**src/rtl/smclk_pkg.sv**
```systemverilog
package smclk_pkg;

  typedef enum logic {
    SEQ_IDLE = 1'b0,
    SEQ_RUN  = 1'b1
  } seq_state_e;

  // divide code actually used: 0 is remapped so the clock never stalls
  function automatic int unsigned eff_div(input int unsigned code);
    return (code == 0) ? 1 : code;
  endfunction

  // divided clock period in system cycles
  function automatic int unsigned clk_period(input int unsigned code);
    return eff_div(code) + 1;
  endfunction

  // length of the low phase in system cycles
  function automatic int unsigned low_len(input int unsigned code);
    return clk_period(code) / 2;
  endfunction

  // number of divided-clock rising edges up to first data
  function automatic int unsigned first_lat(input int unsigned code,
                                            input int unsigned offs);
    return code + offs;
  endfunction

endpackage

```
**src/rtl/smclk_word_sel.sv**
```systemverilog
module smclk_word_sel #(
  parameter int FIELD_W = 4
) (
  input  logic               ext_mode,
  input  logic               is_write,
  input  logic [FIELD_W-1:0] rd_div,
  input  logic [FIELD_W-1:0] rd_lat,
  input  logic [FIELD_W-1:0] wr_div,
  input  logic [FIELD_W-1:0] wr_lat,
  output logic               use_wr,
  output logic [FIELD_W-1:0] sel_div,
  output logic [FIELD_W-1:0] sel_lat
);

  always_comb begin
    use_wr  = ext_mode & is_write;
    sel_div = use_wr ? wr_div : rd_div;
    sel_lat = use_wr ? wr_lat : rd_lat;
  end

  always_comb begin

    word_pick_chk: assert (use_wr || (sel_div == rd_div && sel_lat == rd_lat));
  end

endmodule

```
**src/rtl/smclk_divider.sv**
```systemverilog
module smclk_divider #(
  parameter int FIELD_W = 4
) (
  input  logic               clk,
  input  logic               rst_n,
  input  logic               load,
  input  logic               run,
  input  logic [FIELD_W-1:0] div_code,
  output logic               mem_clk,
  output logic               rise_evt,
  output logic               edge_en
);
  import smclk_pkg::*;

  localparam int MAX_PER = 2 ** FIELD_W;
  localparam int PH_W    = $clog2(MAX_PER);

  logic [PH_W-1:0] phase_q;
  logic [PH_W-1:0] phase_n;
  logic [PH_W-1:0] per_m1;
  logic [PH_W-1:0] low_w;
  logic            clk_q;
  logic            edge_q;

  always_comb begin
    per_m1   = PH_W'(clk_period(int'(div_code)) - 1);
    low_w    = PH_W'(low_len(int'(div_code)));
    phase_n  = (phase_q == per_m1) ? '0 : phase_q + PH_W'(1);
    rise_evt = run && (phase_n == low_w);
  end

  always_ff @(posedge clk or negedge rst_n) begin
    if (!rst_n) begin
      phase_q <= '0;
      clk_q   <= 1'b0;
      edge_q  <= 1'b0;
    end else if (load || !run) begin
      phase_q <= '0;
      clk_q   <= 1'b0;
      edge_q  <= 1'b0;
    end else begin
      phase_q <= phase_n;
      clk_q   <= (phase_n >= low_w);
      edge_q  <= rise_evt;
    end
  end

  assign mem_clk = clk_q;
  assign edge_en = edge_q;


  edge_rise_chk: assert property (@(posedge clk) disable iff (!rst_n)
    edge_en |-> (mem_clk && !$past(mem_clk)));


  phase_range_chk: assert property (@(posedge clk) disable iff (!rst_n)
    run |-> (phase_q <= per_m1));


  low_start_chk: assert property (@(posedge clk) disable iff (!rst_n)
    load |=> !mem_clk);

endmodule

```
**src/rtl/smclk_latency.sv**
```systemverilog
module smclk_latency #(
  parameter int FIELD_W = 4,
  parameter int LAT_OFS = 2
) (
  input  logic               clk,
  input  logic               rst_n,
  input  logic               load,
  input  logic               run,
  input  logic               rise_evt,
  input  logic [FIELD_W-1:0] lat_code,
  output logic               first_data
);
  import smclk_pkg::*;

  localparam int MAX_LAT = (2 ** FIELD_W) - 1 + LAT_OFS;
  localparam int LC_W    = $clog2(MAX_LAT + 1);

  logic [LC_W-1:0] rises_q;
  logic [LC_W-1:0] tgt_m1;
  logic            last_rise;
  logic            rdy_q;

  always_comb begin
    tgt_m1    = LC_W'(first_lat(int'(lat_code), LAT_OFS) - 1);
    last_rise = run && rise_evt && (rises_q == tgt_m1);
  end

  always_ff @(posedge clk or negedge rst_n) begin
    if (!rst_n) begin
      rises_q <= '0;
      rdy_q   <= 1'b0;
    end else if (load) begin
      rises_q <= '0;
      rdy_q   <= 1'b0;
    end else begin
      if (run && rise_evt) rises_q <= rises_q + LC_W'(1);
      rdy_q <= last_rise;
    end
  end

  assign first_data = rdy_q;


  rdy_single_chk: assert property (@(posedge clk) disable iff (!rst_n)
    first_data |=> !first_data);


  count_bound_chk: assert property (@(posedge clk) disable iff (!rst_n)
    run |-> (rises_q <= tgt_m1));

endmodule

```
**src/rtl/smclk_seq.sv**
```systemverilog
module smclk_seq #(
  parameter int FIELD_W = 4,
  parameter int LAT_OFS = 2
) (
  input  logic               clk,
  input  logic               rst_n,
  input  logic               sync_en,
  input  logic               ext_mode,
  input  logic               is_write,
  input  logic               start,
  input  logic [FIELD_W-1:0] rd_div,
  input  logic [FIELD_W-1:0] rd_lat,
  input  logic [FIELD_W-1:0] wr_div,
  input  logic [FIELD_W-1:0] wr_lat,
  output logic               mem_clk,
  output logic               clk_edge_en,
  output logic               first_data
);
  import smclk_pkg::*;

  seq_state_e         state_q;
  logic               busy;
  logic               accept;
  logic               run;
  logic               use_wr;
  logic [FIELD_W-1:0] sel_div;
  logic [FIELD_W-1:0] sel_lat;
  logic [FIELD_W-1:0] div_q;
  logic [FIELD_W-1:0] lat_q;
  logic               rise_evt;

  smclk_word_sel #(.FIELD_W(FIELD_W)) u_sel (
    .ext_mode (ext_mode),
    .is_write (is_write),
    .rd_div   (rd_div),
    .rd_lat   (rd_lat),
    .wr_div   (wr_div),
    .wr_lat   (wr_lat),
    .use_wr   (use_wr),
    .sel_div  (sel_div),
    .sel_lat  (sel_lat)
  );

  assign busy   = (state_q == SEQ_RUN);
  assign accept = start && sync_en && !busy;
  assign run    = busy && !first_data;

  always_ff @(posedge clk or negedge rst_n) begin
    if (!rst_n) begin
      state_q <= SEQ_IDLE;
      div_q   <= '0;
      lat_q   <= '0;
    end else if (accept) begin
      state_q <= SEQ_RUN;
      div_q   <= sel_div;
      lat_q   <= sel_lat;
    end else if (first_data) begin
      state_q <= SEQ_IDLE;
    end
  end

  smclk_divider #(.FIELD_W(FIELD_W)) u_div (
    .clk      (clk),
    .rst_n    (rst_n),
    .load     (accept),
    .run      (run),
    .div_code (div_q),
    .mem_clk  (mem_clk),
    .rise_evt (rise_evt),
    .edge_en  (clk_edge_en)
  );

  smclk_latency #(.FIELD_W(FIELD_W), .LAT_OFS(LAT_OFS)) u_lat (
    .clk        (clk),
    .rst_n      (rst_n),
    .load       (accept),
    .run        (run),
    .rise_evt   (rise_evt),
    .lat_code   (lat_q),
    .first_data (first_data)
  );


  rdy_on_edge_chk: assert property (@(posedge clk) disable iff (!rst_n)
    first_data |-> clk_edge_en);


  end_idle_chk: assert property (@(posedge clk) disable iff (!rst_n)
    first_data |=> (!busy && !mem_clk && !clk_edge_en));


  async_ignore_chk: assert property (@(posedge clk) disable iff (!rst_n)
    (!busy && start && !sync_en) |=> !busy);


  word_hold_chk: assert property (@(posedge clk) disable iff (!rst_n)
    (busy && !first_data) |=> ($stable(div_q) && $stable(lat_q) && busy));


  idle_quiet_chk: assert property (@(posedge clk) disable iff (!rst_n)
    !busy |-> (!mem_clk && !clk_edge_en && !first_data));

endmodule

```
**config.mk**
```make
export PLATFORM = sky130hd
export DESIGN_NAME = smclk_seq
export DESIGN_NICKNAME = d
export VERILOG_FILES = /design/src/rtl/smclk_pkg.sv /design/src/rtl/smclk_word_sel.sv /design/src/rtl/smclk_divider.sv /design/src/rtl/smclk_latency.sv /design/src/rtl/smclk_seq.sv
export SDC_FILE = /design/constraint.sdc
export NUM_CORES = 1
export LEC_CHECK = 0
export CAP_MARGIN = 20
export CORE_MARGIN = 2
export CORE_UTILIZATION = 36
export CTS_BUF_LIST = sky130_fd_sc_hd__clkbuf_16
export DETAILED_ROUTE_END_ITERATION = 6
export DONT_BUFFER_PORTS = 1
export GPL_TIMING_DRIVEN = 1
export PLACE_DENSITY = 0.52
export SYNTH_ARGS = -nofsm -noshare
export SYNTH_HDL_FRONTEND = slang
export SYNTH_HIERARCHICAL = 1
export SYNTH_SLANG_ARGS = --single-unit
```
**constraint.sdc**
```tcl
create_clock -name clk -period 5.4 [get_ports clk]
set_input_delay 0.81 -clock clk [delete_from_list [all_inputs] [get_ports clk]]
set_output_delay 0.81 -clock clk [all_outputs]
set_load 0.05 [all_outputs]
```
* Word level (Yosys, flattened, before mapping)
Cells that the tools add are included.
** Storage, ports and cells
- Bits in registers :: 21
- Input bits :: 22
- Logic and storage cells :: 44
** Operators by class
- Multiplexer cells :: 12
- Equality and inequality tests :: 3
- Bitwise gates (word level) :: 1
- Add/subtract/negate cells :: 6
- Reduce and logical (&&, ||, !) cells :: 13
- $lt $le $gt $ge :: 1
** Operator list (number)
- $mux 4 :: 5
- $mux 5 :: 2
- $eq 4x4->1 :: 2
- $logic_and 1x1->1 :: 6
- $add 4x1->5 const B :: 1
- $add 4x2->5 const B :: 1
- $add 5x1->5 const B :: 1
- $eq 5x5->1 :: 1
- $mux 1 :: 5
- $sub 5x1->5 const B :: 1
- $add 4x1->4 const B :: 1
- $ge 4x4->1 :: 1
- $logic_not 4->1 :: 1
- $reduce_bool 2->1 :: 2
- $sub 4x1->4 const B :: 1
- $logic_not 1->1 :: 3
- $and 1x1->1 :: 1
- $logic_or 1x1->1 :: 1

* Longest topological paths before layout
Gate-level depths: netlist (run 1).
- Depth after elaboration :: 11
- Gate-level depth with buffers :: 10
- Mapped depth without buffers :: 9

* By module
Netlist (run 1), hierarchy kept.
** By module, submodules not included
- smclk_divider :: area each 498.0 um^2, cells an instance 51, times used 1, seq. area each 150.1 um^2
- smclk_seq :: area each 352.8 um^2, cells an instance 21, times used 1, seq. area each 225.2 um^2
- smclk_latency :: area each 350.3 um^2, cells an instance 36, times used 1, seq. area each 150.1 um^2
- smclk_word_sel :: area each 135.1 um^2, cells an instance 10, times used 1, seq. area each 0.0 um^2

* Least setup slack after synthesis (run 1)
No wires, ideal clock.
- Path kind :: register to register
- Start point :: reg div_q[1]
- End point :: reg u_lat.rises_q[4]
- Slack :: 2.812 ns
- Stages on the path, launching flop included :: 11
- Buffers on the path :: 1
- Data arrival time :: 2.511 ns
- Cells stage by stage :: dfrtp_1 -> buf_6 -> or4b_4 -> o211ai_4 -> a21oi_1 -> ha_1 -> and3_1 -> and3_1 -> nand3_1 -> or3_1 -> a21oi_1
** On the way
- Longest elaborated chain between the ends :: 10
** Ends and longest elaborated chain
- start, declared :: RTL line smclk_seq.sv:28 : logic [FIELD_W-1:0] div_q;
- start signal, assigned :: RTL line smclk_seq.sv:55 : div_q <= sel_div;
- $logic_not 4->1 :: RTL line smclk_pkg.sv:10 : return (code == 0) ? 1 : code;
- $mux 4 (*) :: RTL line smclk_pkg.sv:10
- $add 4x1->5 (*) :: RTL line smclk_pkg.sv:15 : return eff_div(code) + 1;
- $sub 4x1->4 :: RTL line smclk_divider.sv:26 : per_m1 = PH_W'(clk_period(int'(div_code)) - 1);
- $eq 4x4->1 :: RTL line smclk_divider.sv:28 : phase_n = (phase_q == per_m1) ? '0 : phase_q + PH_W'(1);
- $mux 4 :: RTL line smclk_divider.sv:28
- $eq 4x4->1 (*) :: RTL line smclk_divider.sv:29 : rise_evt = run && (phase_n == low_w);
- $logic_and 1x1->1 (*) :: RTL line smclk_divider.sv:29
- net rise_evt :: RTL line smclk_seq.sv:30 : logic rise_evt;
- $logic_and 1x1->1 (*) :: RTL line smclk_latency.sv:36 : if (run && rise_evt) rises_q <= rises_q + LC_W'(1);
- $reduce_bool 2->1 (no source line) (*)
- end signal, assigned :: RTL line smclk_latency.sv:36
- end, declared :: RTL line smclk_latency.sv:18 : logic [LC_W-1:0] rises_q;
Mark *: on every way through the listed nets, which the timed path passes. The rest lies on a longest branch.
A chain may end at the register's enable or synchronous reset.

* Worst setup path after layout (run 1)
Ends and elaborated chain as after synthesis.

==> reports/metrics.yaml, run 1 <==
detailed_routing:
  via_count: 879
  drc_errors: 0
  avgViaCountPerCell: 5.26
  dr.pass1.iters: 4
  drt_iter0_drc: 10
  finalWirelength_um: 2390
  ant_nets: 0
  wire_per_inst_um: 14.3
clock_tree:
  cts_buffers: 3
  ctsRootBufferMaster: "clkbuf_16"
  clkTransAtPathRegs_ns: 0.06
  tritoncts: "built"
  cts_htree_levels: 1
  cts_setup_buffers: 0
  cts_hold_buf: 0
  ctsResizeCount: 0
  cts_sinks: 21
  cts_max_path_buffers: 2
  clkLatencyLatePin_ns: 0.26
floorplan:
  rows: 22
  pin_count: 25
  dieHeight_um: 64.8
  core_area_sq_um: 3610
  die-area_sq_um: 4200
  die_w_um: 64.8
  start_util: 0.370
timing:
  fmax_mhz: 358
  skew_ns: 0.00416
  fin_tns_setup_ns: 0
  whs_ns: 0.239
  slew_viol_final: 0
  maxSlewHeadroom: 0.686
  post-route-min-period_ns: 2.79
  rsz0062_at_grt: "false"
  hold_viol_final: 0
  worstMarginPinSlew_ns: 0.472
  setup_viol: 0
  min_period_over_period: 0.517
power:
  internal-power_mw: 0.543
  combPwrFrac: 0.467
  switchingPower_mw: 0.386
  p_clk_frac: 0.171
  sequentialPowerShare: 0.362
  static-leakage-power_nw: 0.674
  irDropWorstVdd_v: 0.000187
  p_per_area_nw_per_um2: 638
  switching_share: 0.416
run:
  maxCapViolCount: 0
setup_path:
  required_ns: 5.58
  reg2regPathDepth: 9
  crit_type: "reg2reg"
  r2r_start: "div_q[1]"
  start_kind: "flip-flop"
  worstPathArrival_ns: 2.98
  rrSetupSlack_ns: 2.61
  r2r-end: "u_lat/rises_q[4]"
  startpoint: "div_q[1]"
  critPathCaptureType: "flip-flop"
  crit_end: "u_lat/rises_q[4]"
  critPathMaxFanout: 9
global_routing:
  use_met1: 0.158
  grt_max_degree: 22
  grt_pass1_vias: 841
  top_usage_layer: "met2"
  grt_usage: 0.128
  use_met3: 0.0278
  met2_usage: 0.204
  gr-total-overflow: 0
  antenna_found_initial: 0
  grt_pass1_wl_um: 4080
finish:
  mostFrequentLayoutCell: "dfrtp_1"
  multiInputGateArea_sq_um: 783
  area_growth_pct: 9.20
  antenna_cells: 0
  final_cell_mix: "dfrtp_1, xor2_1, mux2_2, mux2_4"
  fillCellCount: 345
  final_nets: 149
  seqCellArea_sq_um: 526
  layout-drive-gt1-share: 0.218
outcome:
  status: "finished, final reports clean"
synthesis:
  syn_inst: 117
  netlist_area_sq_um: 1330
  syn_nets: 146
  synth_area_per_cell_sq_um: 11.4
  ys_warn_count: 6
worst_hold_path:
  hold_class: "in2async"
placed_design:
  portBuffers: 0
  gp_congestion: 0.834
  place_hpwl_um: 1790
## stage by stage
step           worst slack [ns]  cell area [sq um]  power [mW]  cells   util
2_1_floorplan              2.81               1330       0.693    117      -
3_3_place_gp               2.73               1380       0.751    163  0.382
3_5_place_dp               2.63               1380       0.767    163  0.382
4_1_cts                    2.61               1460       0.935    167  0.404
5_1_grt                    2.46               1460        1.01    167  0.404
6_report                   2.61               1460       0.929    167  0.404
## worst min-delay path by stage
stage,slack (ns),endpoint,cells past startpoint,from
floorplan,0.47,div_q[2],1,div_q[2]
global placement,0.52,busy,0,rst_n
detailed placement,0.52,busy,0,rst_n
CTS,0.24,u_div/edge_en,0,rst_n
global route,0.23,u_div/edge_en,0,rst_n
finish,0.24,u_div/phase_q[3],0,rst_n
## per-layer routing
layer	vias up	wire [um]
li1	423	-
met5	-	0
met3	5	148
met4	0	69
met1	422	1090
met2	29	1080
## area by class of cell
class	instances	area share
clock buffers	3	0.0516
clock inverters	1	0.00258
inverters	2	0.00516
multi-input cells	92	0.538
flip-flops and latches	21	0.361
well taps	48	0.0413
## registers in the layout (all words and copies together) (netlist names)
name              count
u_lat/first_data      1
div_q                 4
lat_q                 4
u_div/mem_clk         1
u_lat/rises_q         5
u_div/edge_en         1
u_div/phase_q         4
busy                  1
## power by group through the flow
| stage | Combinational (mW) | Sequential (mW) | Clock (mW) |
|---|---|---|---|
| floorplan | 0.388 | 0.304 | 0 |
| global placement | 0.414 | 0.337 | 0 |
| detailed placement | 0.427 | 0.340 | 0 |
| CTS | 0.436 | 0.338 | 0.162 |
| global route | 0.494 | 0.351 | 0.169 |
| finish | 0.434 | 0.337 | 0.159 |
## worst max-delay path, stage by stage (launching register included)
cell and delay, ns:
dfrtp_1 0.47, or4b_4 0.59, o211ai_4 0.13, a21oi_1 0.13, ha_1 0.33, and3_1 0.19
and3_1 0.21, nand3_1 0.14, or3_1 0.38, a21oi_1 0.14
(Power assumes the default switching activity.)
==> run 2: changes to the inputs <==
--- a/config.mk
+++ b/config.mk
@@ -12,7 +12,7 @@
 export DETAILED_ROUTE_END_ITERATION = 6
 export DONT_BUFFER_PORTS = 1
 export GPL_TIMING_DRIVEN = 1
-export PLACE_DENSITY = 0.52
+export PLACE_DENSITY = 0.54
 export SYNTH_ARGS = -nofsm -noshare
 export SYNTH_HDL_FRONTEND = slang
 export SYNTH_HIERARCHICAL = 1
==> constraint.sdc (replaced) <==
create_clock -name clk -period 2.3 [get_ports clk]
set_input_delay 0.345 -clock clk [delete_from_list [all_inputs] [get_ports clk]]
set_output_delay 0.345 -clock clk [all_outputs]
set_load 0.05 [all_outputs]
==> run 2 against run 1 <==
  * The flow now finishes with violations (setup timing)
  * Count of clock-buffer cells in the layout unchanged
  * Sequential cell count unchanged
  * Critical path depth is the same
  * First-iteration DRC count up 90%
  * Sequential power rose by 110%
  * Power rose to 3.0 times the previous value
  * Worst hold slack improved by 0.12 ns
  * Fmax is 16% higher
  * Non-clock buffer count grew 22
==> reports/metrics.yaml, run 2 (same netlist as run 1, synthesis figures left out) <==
detailed_routing:
  finalWirelength_um: 2440  # was 2390 um
  wire_per_inst_um: 12.9  # was 14.3 um
  drt_iter0_drc: 19  # was 10
  dr.pass1.iters: 2  # was 4
  via_count: 952  # was 879
  ant_nets: 0  # unchanged
  drc_errors: 0  # unchanged
  avgViaCountPerCell: 5.04  # was 5.26
floorplan:
  die-area_sq_um: 4200  # unchanged
  start_util: 0.370  # unchanged
  rows: 22  # unchanged
  dieHeight_um: 64.8  # unchanged
  pin_count: 25  # unchanged
  die_w_um: 64.8  # unchanged
  core_area_sq_um: 3610  # unchanged
global_routing:
  grt_usage: 0.128  # about the same
  use_met1: 0.158  # about the same
  met2_usage: 0.216  # was 0.204
  grt_max_degree: 22  # unchanged
  gr-total-overflow: 0  # unchanged
  use_met3: 0.0417  # was 0.0278
  top_usage_layer: "met2"  # unchanged
  grt_pass1_wl_um: 4110  # was 4080 um
  grt_pass1_vias: 922  # was 841
  antenna_found_initial: 0  # unchanged
timing:
  setup_ws_ns: -0.104  # was 2.61 ns
  skew_ns: 0.00259  # was 0.00416 ns
  worstMarginPinSlew_ns: 0.478  # was 0.472 ns
  post-route-min-period_ns: 2.40  # was 2.79 ns
  slew_viol_final: 0  # unchanged
  setup_viol: 5  # was 0
  min_period_over_period: 1.05  # was 0.517
  fmax_mhz: 416  # was 358 MHz
  maxSlewHeadroom: 0.681  # was 0.686
  rsz0062_at_grt: "true"  # was false
  hold_viol_final: 0  # unchanged
finish:
  multiInputGateArea_sq_um: 855  # was 783 sq um
  final_cell_mix: "dfrtp_1, buf_4, xor2_1"  # was dfrtp_1, xor2_1, mux2_2, mux2_4
  regMostFlops: "u_lat/rises_q"  # unchanged
  largest_reg_flops: 5  # unchanged
  layout-drive-gt1-share: 0.418  # was 0.218
  post-route-util: 0.476  # was 0.404
  seqCellArea_sq_um: 526  # unchanged
  mostFrequentLayoutCell: "dfrtp_1"  # unchanged
  final_nets: 171  # was 149
  instances_no_fill: 189  # was 167
  antenna_cells: 0  # unchanged
  area_growth_pct: 28.8  # was 9.20%
  fillCellCount: 338  # was 345
setup_path:
  start_kind: "flip-flop"  # unchanged
  critPathMaxFanout: 4  # was 9
  cpPeakStageDelay_ns: 0.55  # was 0.59 ns
  critPathCaptureType: "flip-flop"  # unchanged
  required_ns: 2.48  # was 5.58 ns
  crit_slowest_cell: "or4b_4"  # unchanged
  crit_type: "reg2reg"  # unchanged
  worstPathArrival_ns: 2.59  # was 2.98 ns
  path_cells: "or4b_4, o211ai_4, a21oi_2, ha_1, and3_4, and3_4, nand3_2, or3_1, a21oi_2"  # was or4b_4, o211ai_4, a21oi_1, ha_1, and3_1, and3_1, nand3_1, or3_1, a21oi_1
clock_tree:
  clkTransAtPathRegs_ns: 0.06  # about the same
  tritoncts: "built"  # unchanged
  clkLatencyLatePin_ns: 0.25  # was 0.26 ns
  cts_max_path_buffers: 2  # unchanged
  ctsRootBufferMaster: "clkbuf_16"  # unchanged
  cts_sinks: 21  # unchanged
  cts_htree_levels: 1  # unchanged
  cts_buffers: 3  # unchanged
outcome:
  status: "complete, but fails checks"  # was finished, final reports clean
  violations: "setup timing"
power:
  static-leakage-power_nw: 0.789  # was 0.674 nW
  irDropWorstVdd_v: 0.000783  # was 0.000187 V
  p_per_area_nw_per_um2: 1620  # was 638 nW/um^2
  total_power_mw: 2.78  # was 0.929 mW
placed_design:
  gp_congestion: 0.757  # was 0.834
  place_hpwl_um: 1890  # was 1790 um
  portBuffers: 0  # unchanged
  place_ws_ns: -0.135  # was 2.63 ns
  dpl.cell_count: 177  # was 163
run:
  maxCapViolCount: 0  # unchanged
worst_hold_path:
  hold_class: "in2async"  # unchanged
run 2: changes by cell type in the layout (fill, tap and decap cells not counted), moves of 2 or more:
cell and change:
a21oi_2 +4, xor2_2 +2, a21oi_1 -4, buf_4 +16, xor2_1 -2, and3_4 +2, and3_1 -2, buf_6 +4
run 2: final timing paths:
| path | start | to | slack [ns] | depth (start not counted) |
|---|---|---|---|---|
| worst min-delay path | rst_n | u_div/phase_q[3] | 0.36 | 1 |
| worst min register to register | lat_q[1] | lat_q[1] | 0.55 | 1 |
| min in group clk | rd_div[0] | div_q[0] | 0.37 | 2 |
| worst max-delay path | div_q[2] | u_lat/rises_q[4] | -0.10 | 9 |
| worst max register to register | div_q[2] | u_lat/rises_q[4] | -0.10 | 9 |
| max in group asynchronous | rst_n | u_lat/rises_q[1] | 1.57 | 2 |
run 2: final cells by class:
class,instances,area share
clock buffers,3,0.0437
inverters,2,0.00437
clock inverters,1,0.00219
well taps,48,0.0350
flip-flops and latches,21,0.306
repair buffers,22,0.111
multi-input cells,92,0.498
run 2: per-stage QoR:
step | cell area (sq um) | TNS (ns) | hold WS, ns
after CTS | 1670 | -0.295 | 0.364
after detailed placement | 1500 | -0.411 | 0.0501
final | 1720 | -0.310 | 0.359
after global routing | 1720 | -0.835 | 0.356
after global placement | 1500 | -0.153 | 0.0501
after floorplan | 1360 | -0.564 | 0.0494
run 2: where the power goes:
part / switching [mW] / internal [mW]
clock network: 0.128 / 0.231
logic: 0.730 / 0.965
registers: 0.190 / 0.531
total: 1.05 / 1.73
run 2: repair_timing:
| item | in CTS | in global routing |
|---|---|---|
| setup endpoints to repair | 5 | 6 |
| hold endpoints to repair | 21 | 0 |
| gates resized for setup | 7 | 6 |
| setup buffers | 6 | 0 |
| hold buffers | 1 | 0 |
| cloned | 0 | 0 |
| pin swaps | 6 | 5 |
run 2: worst max-delay path: cells and delay by family (launching register included):
kind / cells / cell delay, ns
compound gates: 3 / 0.30
fa+ha+maj: 1 / 0.30
flops: 1 / 0.38
simple gates: 5 / 1.34
run 2: routing by layer:
layer,wire length (um),up-vias
met4,17,0
met2,1180,24
li1,-,473
met1,1110,453
met3,136,2
met5,0,-
==> run 3: changes to the inputs <==
--- a/config.mk
+++ b/config.mk
@@ -6,13 +6,15 @@
 export NUM_CORES = 1
 export LEC_CHECK = 0
 export CAP_MARGIN = 20
+export CELL_PAD_IN_SITES_DETAIL_PLACEMENT = 1
+export CELL_PAD_IN_SITES_GLOBAL_PLACEMENT = 1
 export CORE_MARGIN = 2
-export CORE_UTILIZATION = 36
+export CORE_UTILIZATION = 44
 export CTS_BUF_LIST = sky130_fd_sc_hd__clkbuf_16
 export DETAILED_ROUTE_END_ITERATION = 6
 export DONT_BUFFER_PORTS = 1
 export GPL_TIMING_DRIVEN = 1
-export PLACE_DENSITY = 0.54
+export PLACE_DENSITY = 0.76
 export SYNTH_ARGS = -nofsm -noshare
 export SYNTH_HDL_FRONTEND = slang
 export SYNTH_HIERARCHICAL = 1
==> run 3 against run 2 <==
  * The flow still finishes with violations (setup timing)
  * Final area fell by 0.73%
  * Highest routed layer unchanged
  * Critical endpoint unchanged
  * Register-to-register slack worse by 0.12 ns
  * Clock skew grew 0.0018 ns
  * Wire length grew 44%
  * Die area shrank 17%
  * Via count rose by 6.3%
  * First-iteration DRC count up 89%
==> reports/metrics.yaml, run 3 (same netlist as run 1, synthesis figures left out) <==
outcome:
  status: "complete, but fails checks"  # unchanged
  violations: "setup timing"  # unchanged
detailed_routing:
  avgViaCountPerCell: 5.92  # was 5.04
  via_count: 1012  # was 952
  wire_per_inst_um: 20.6  # was 12.9 um
  drc_errors: 0  # unchanged
  ant_nets: 0  # unchanged
  finalWirelength_um: 3520  # was 2440 um
  drt_iter0_drc: 36  # was 19
  dr.pass1.iters: 4  # was 2
placed_design:
  portBuffers: 0  # unchanged
  place_hpwl_um: 2210  # was 1890 um
  gp_congestion: 0.818  # was 0.757
timing:
  setup_ws_ns: -0.221  # was -0.104 ns
  whs_ns: 0.360  # was 0.359 ns
  post-route-min-period_ns: 2.52  # was 2.40 ns
  skew_ns: 0.00434  # was 0.00259 ns
  rsz0062_at_grt: "true"  # unchanged
  hold_viol_final: 0  # unchanged
  fin_tns_setup_ns: -0.900  # was -0.310 ns
  min_period_over_period: 1.10  # was 1.05
  slew_viol_final: 0  # unchanged
  maxSlewHeadroom: 0.343  # was 0.681
  setup_viol: 6  # was 5
  worstMarginPinSlew_ns: 0.982  # was 0.478 ns
  fmax_mhz: 397  # was 416 MHz
setup_path:
  reg2regPathDepth: 9  # unchanged
  crit_slowest_cell: "or4b_4"  # unchanged
  critPathMaxFanout: 4  # unchanged
  cp_top_family: "simple AND/OR/NAND/NOR gates"  # unchanged
  start_kind: "flip-flop"  # unchanged
  path_depth: 9  # unchanged
  critPathCaptureType: "flip-flop"  # unchanged
  cpPeakStageDelay_ns: 0.56  # was 0.55 ns
  crit_type: "reg2reg"  # unchanged
  critPathBufInv: 0  # unchanged
  path_cells: "or4b_4, o211ai_4, a21oi_2, ha_1, and3_4, and3_4, nand3_4, or3_4, a21oi_2"  # was or4b_4, o211ai_4, a21oi_2, ha_1, and3_4, and3_4, nand3_2, or3_1, a21oi_2
  worstPathArrival_ns: 2.71  # was 2.59 ns
  required_ns: 2.48  # about the same
worst_hold_path:
  hold_depth: 2
  hold_class: "in2reg"  # was in2async
finish:
  layout-drive-gt1-share: 0.436  # was 0.418
  final_nets: 170  # was 171
  fillCellCount: 289  # was 338
  regMostFlops: "u_lat/rises_q"  # unchanged
  area_growth_pct: 27.9  # was 28.8%
  final_cell_mix: "dfrtp_1, buf_4, xor2_1"  # unchanged
  largest_reg_flops: 5  # unchanged
  antenna_cells: 0  # unchanged
  post-route-util: 0.607  # was 0.476
  mostFrequentLayoutCell: "dfrtp_1"  # unchanged
floorplan:
  start_util: 0.475  # was 0.370
  die-area_sq_um: 3480  # was 4200 sq um
  die_w_um: 59.0  # was 64.8 um
  pin_count: 25  # unchanged
  rows: 19  # was 22
  core_area_sq_um: 2810  # was 3610 sq um
  dieHeight_um: 59.0  # was 64.8 um
clock_tree:
  clkLatencyLatePin_ns: 0.26  # was 0.25 ns
  clkTransAtPathRegs_ns: 0.06  # about the same
  cts_htree_levels: 1  # unchanged
  cts_buffers: 3  # unchanged
  ctsRootBufferMaster: "clkbuf_16"  # unchanged
  cts_sinks: 21  # unchanged
  cts_max_path_buffers: 2  # unchanged
  tritoncts: "built"  # unchanged
global_routing:
  grt_pass1_wl_um: 5240  # was 4110 um
  grt_pass1_vias: 1108  # was 922
  gr-total-overflow: 0  # unchanged
  grt_usage: 0.204  # was 0.128
  grt_max_degree: 22  # unchanged
  antenna_found_initial: 0  # unchanged
power:
  irDropWorstVdd_v: 0.000763  # was 0.000783 V
  static-leakage-power_nw: 0.784  # was 0.789 nW
  p_per_area_nw_per_um2: 1770  # was 1620 nW/um^2
run:
  maxCapViolCount: 0  # unchanged
==> run 3: report_power, final <==
| group | internal (mW) | total, mW | switching, mW |
|---|---|---|---|
| sequential | 0.530 | 0.741 | 0.211 |
| clock | 0.234 | 0.375 | 0.142 |
| combinational | 0.984 | 1.90 | 0.916 |
==> run 3: routing by layer <==
metal	vias up	track usage	wire (um)
li1	465	-	-
met1	509	0.253	1510
met2	33	0.360	1800
met3	5	0.0371	179
met4	0	0.0584	30
met5	-	0	0
==> run 3: path summary, 6_finish.rpt <==
kind / endpoint / startpoint / slack, ns
setup / recovery: u_lat/rises_q[4] / div_q[1] / -0.22
hold / removal: div_q[0] / rd_div[0] / 0.36
setup reg to reg: u_lat/rises_q[4] / div_q[1] / -0.22
hold reg to reg: lat_q[1] / lat_q[1] / 0.56
max in group asynchronous: div_q[0] / rst_n / 1.01
min in group asynchronous: u_div/edge_en / rst_n / 0.70
==> run 3: stage by stage <==
step	total power, mW	area [sq um]	cells	setup WS, ns
2_1_floorplan	1.73	1360	117	-0.221
3_3_place_gp	2.10	1480	159	-0.0543
3_5_place_dp	2.21	1480	159	-0.135
4_1_cts	2.74	1610	167	-0.144
5_1_grt	3.22	1700	171	-0.293
6_report	3.02	1700	171	-0.221
==> run 3: layout make-up <==
| class | count | area (sq um) | share of cell area |
|---|---|---|---|
| Multi-Input combinational cell | 92 | 877 | 0.515 |
| Sequential cell | 21 | 526 | 0.308 |
| Timing Repair Buffer | 21 | 175 | 0.103 |
| Clock buffer | 3 | 75.1 | 0.0441 |
| Tap cell | 31 | 38.8 | 0.0228 |
| Inverter | 2 | 7.51 | 0.00441 |
| Clock inverter | 1 | 5.00 | 0.00294 |
==> run 3: repair_timing <==
item | 4_1_cts | 5_1_grt
pin swaps | 9 | 13
endpoints found under the hold margin | 21 | 0
hold buffers | 1 | 0
setup endpoints to repair | 7 | 7
buffers inserted | 4 | 5
gates resized for setup | 5 | 11
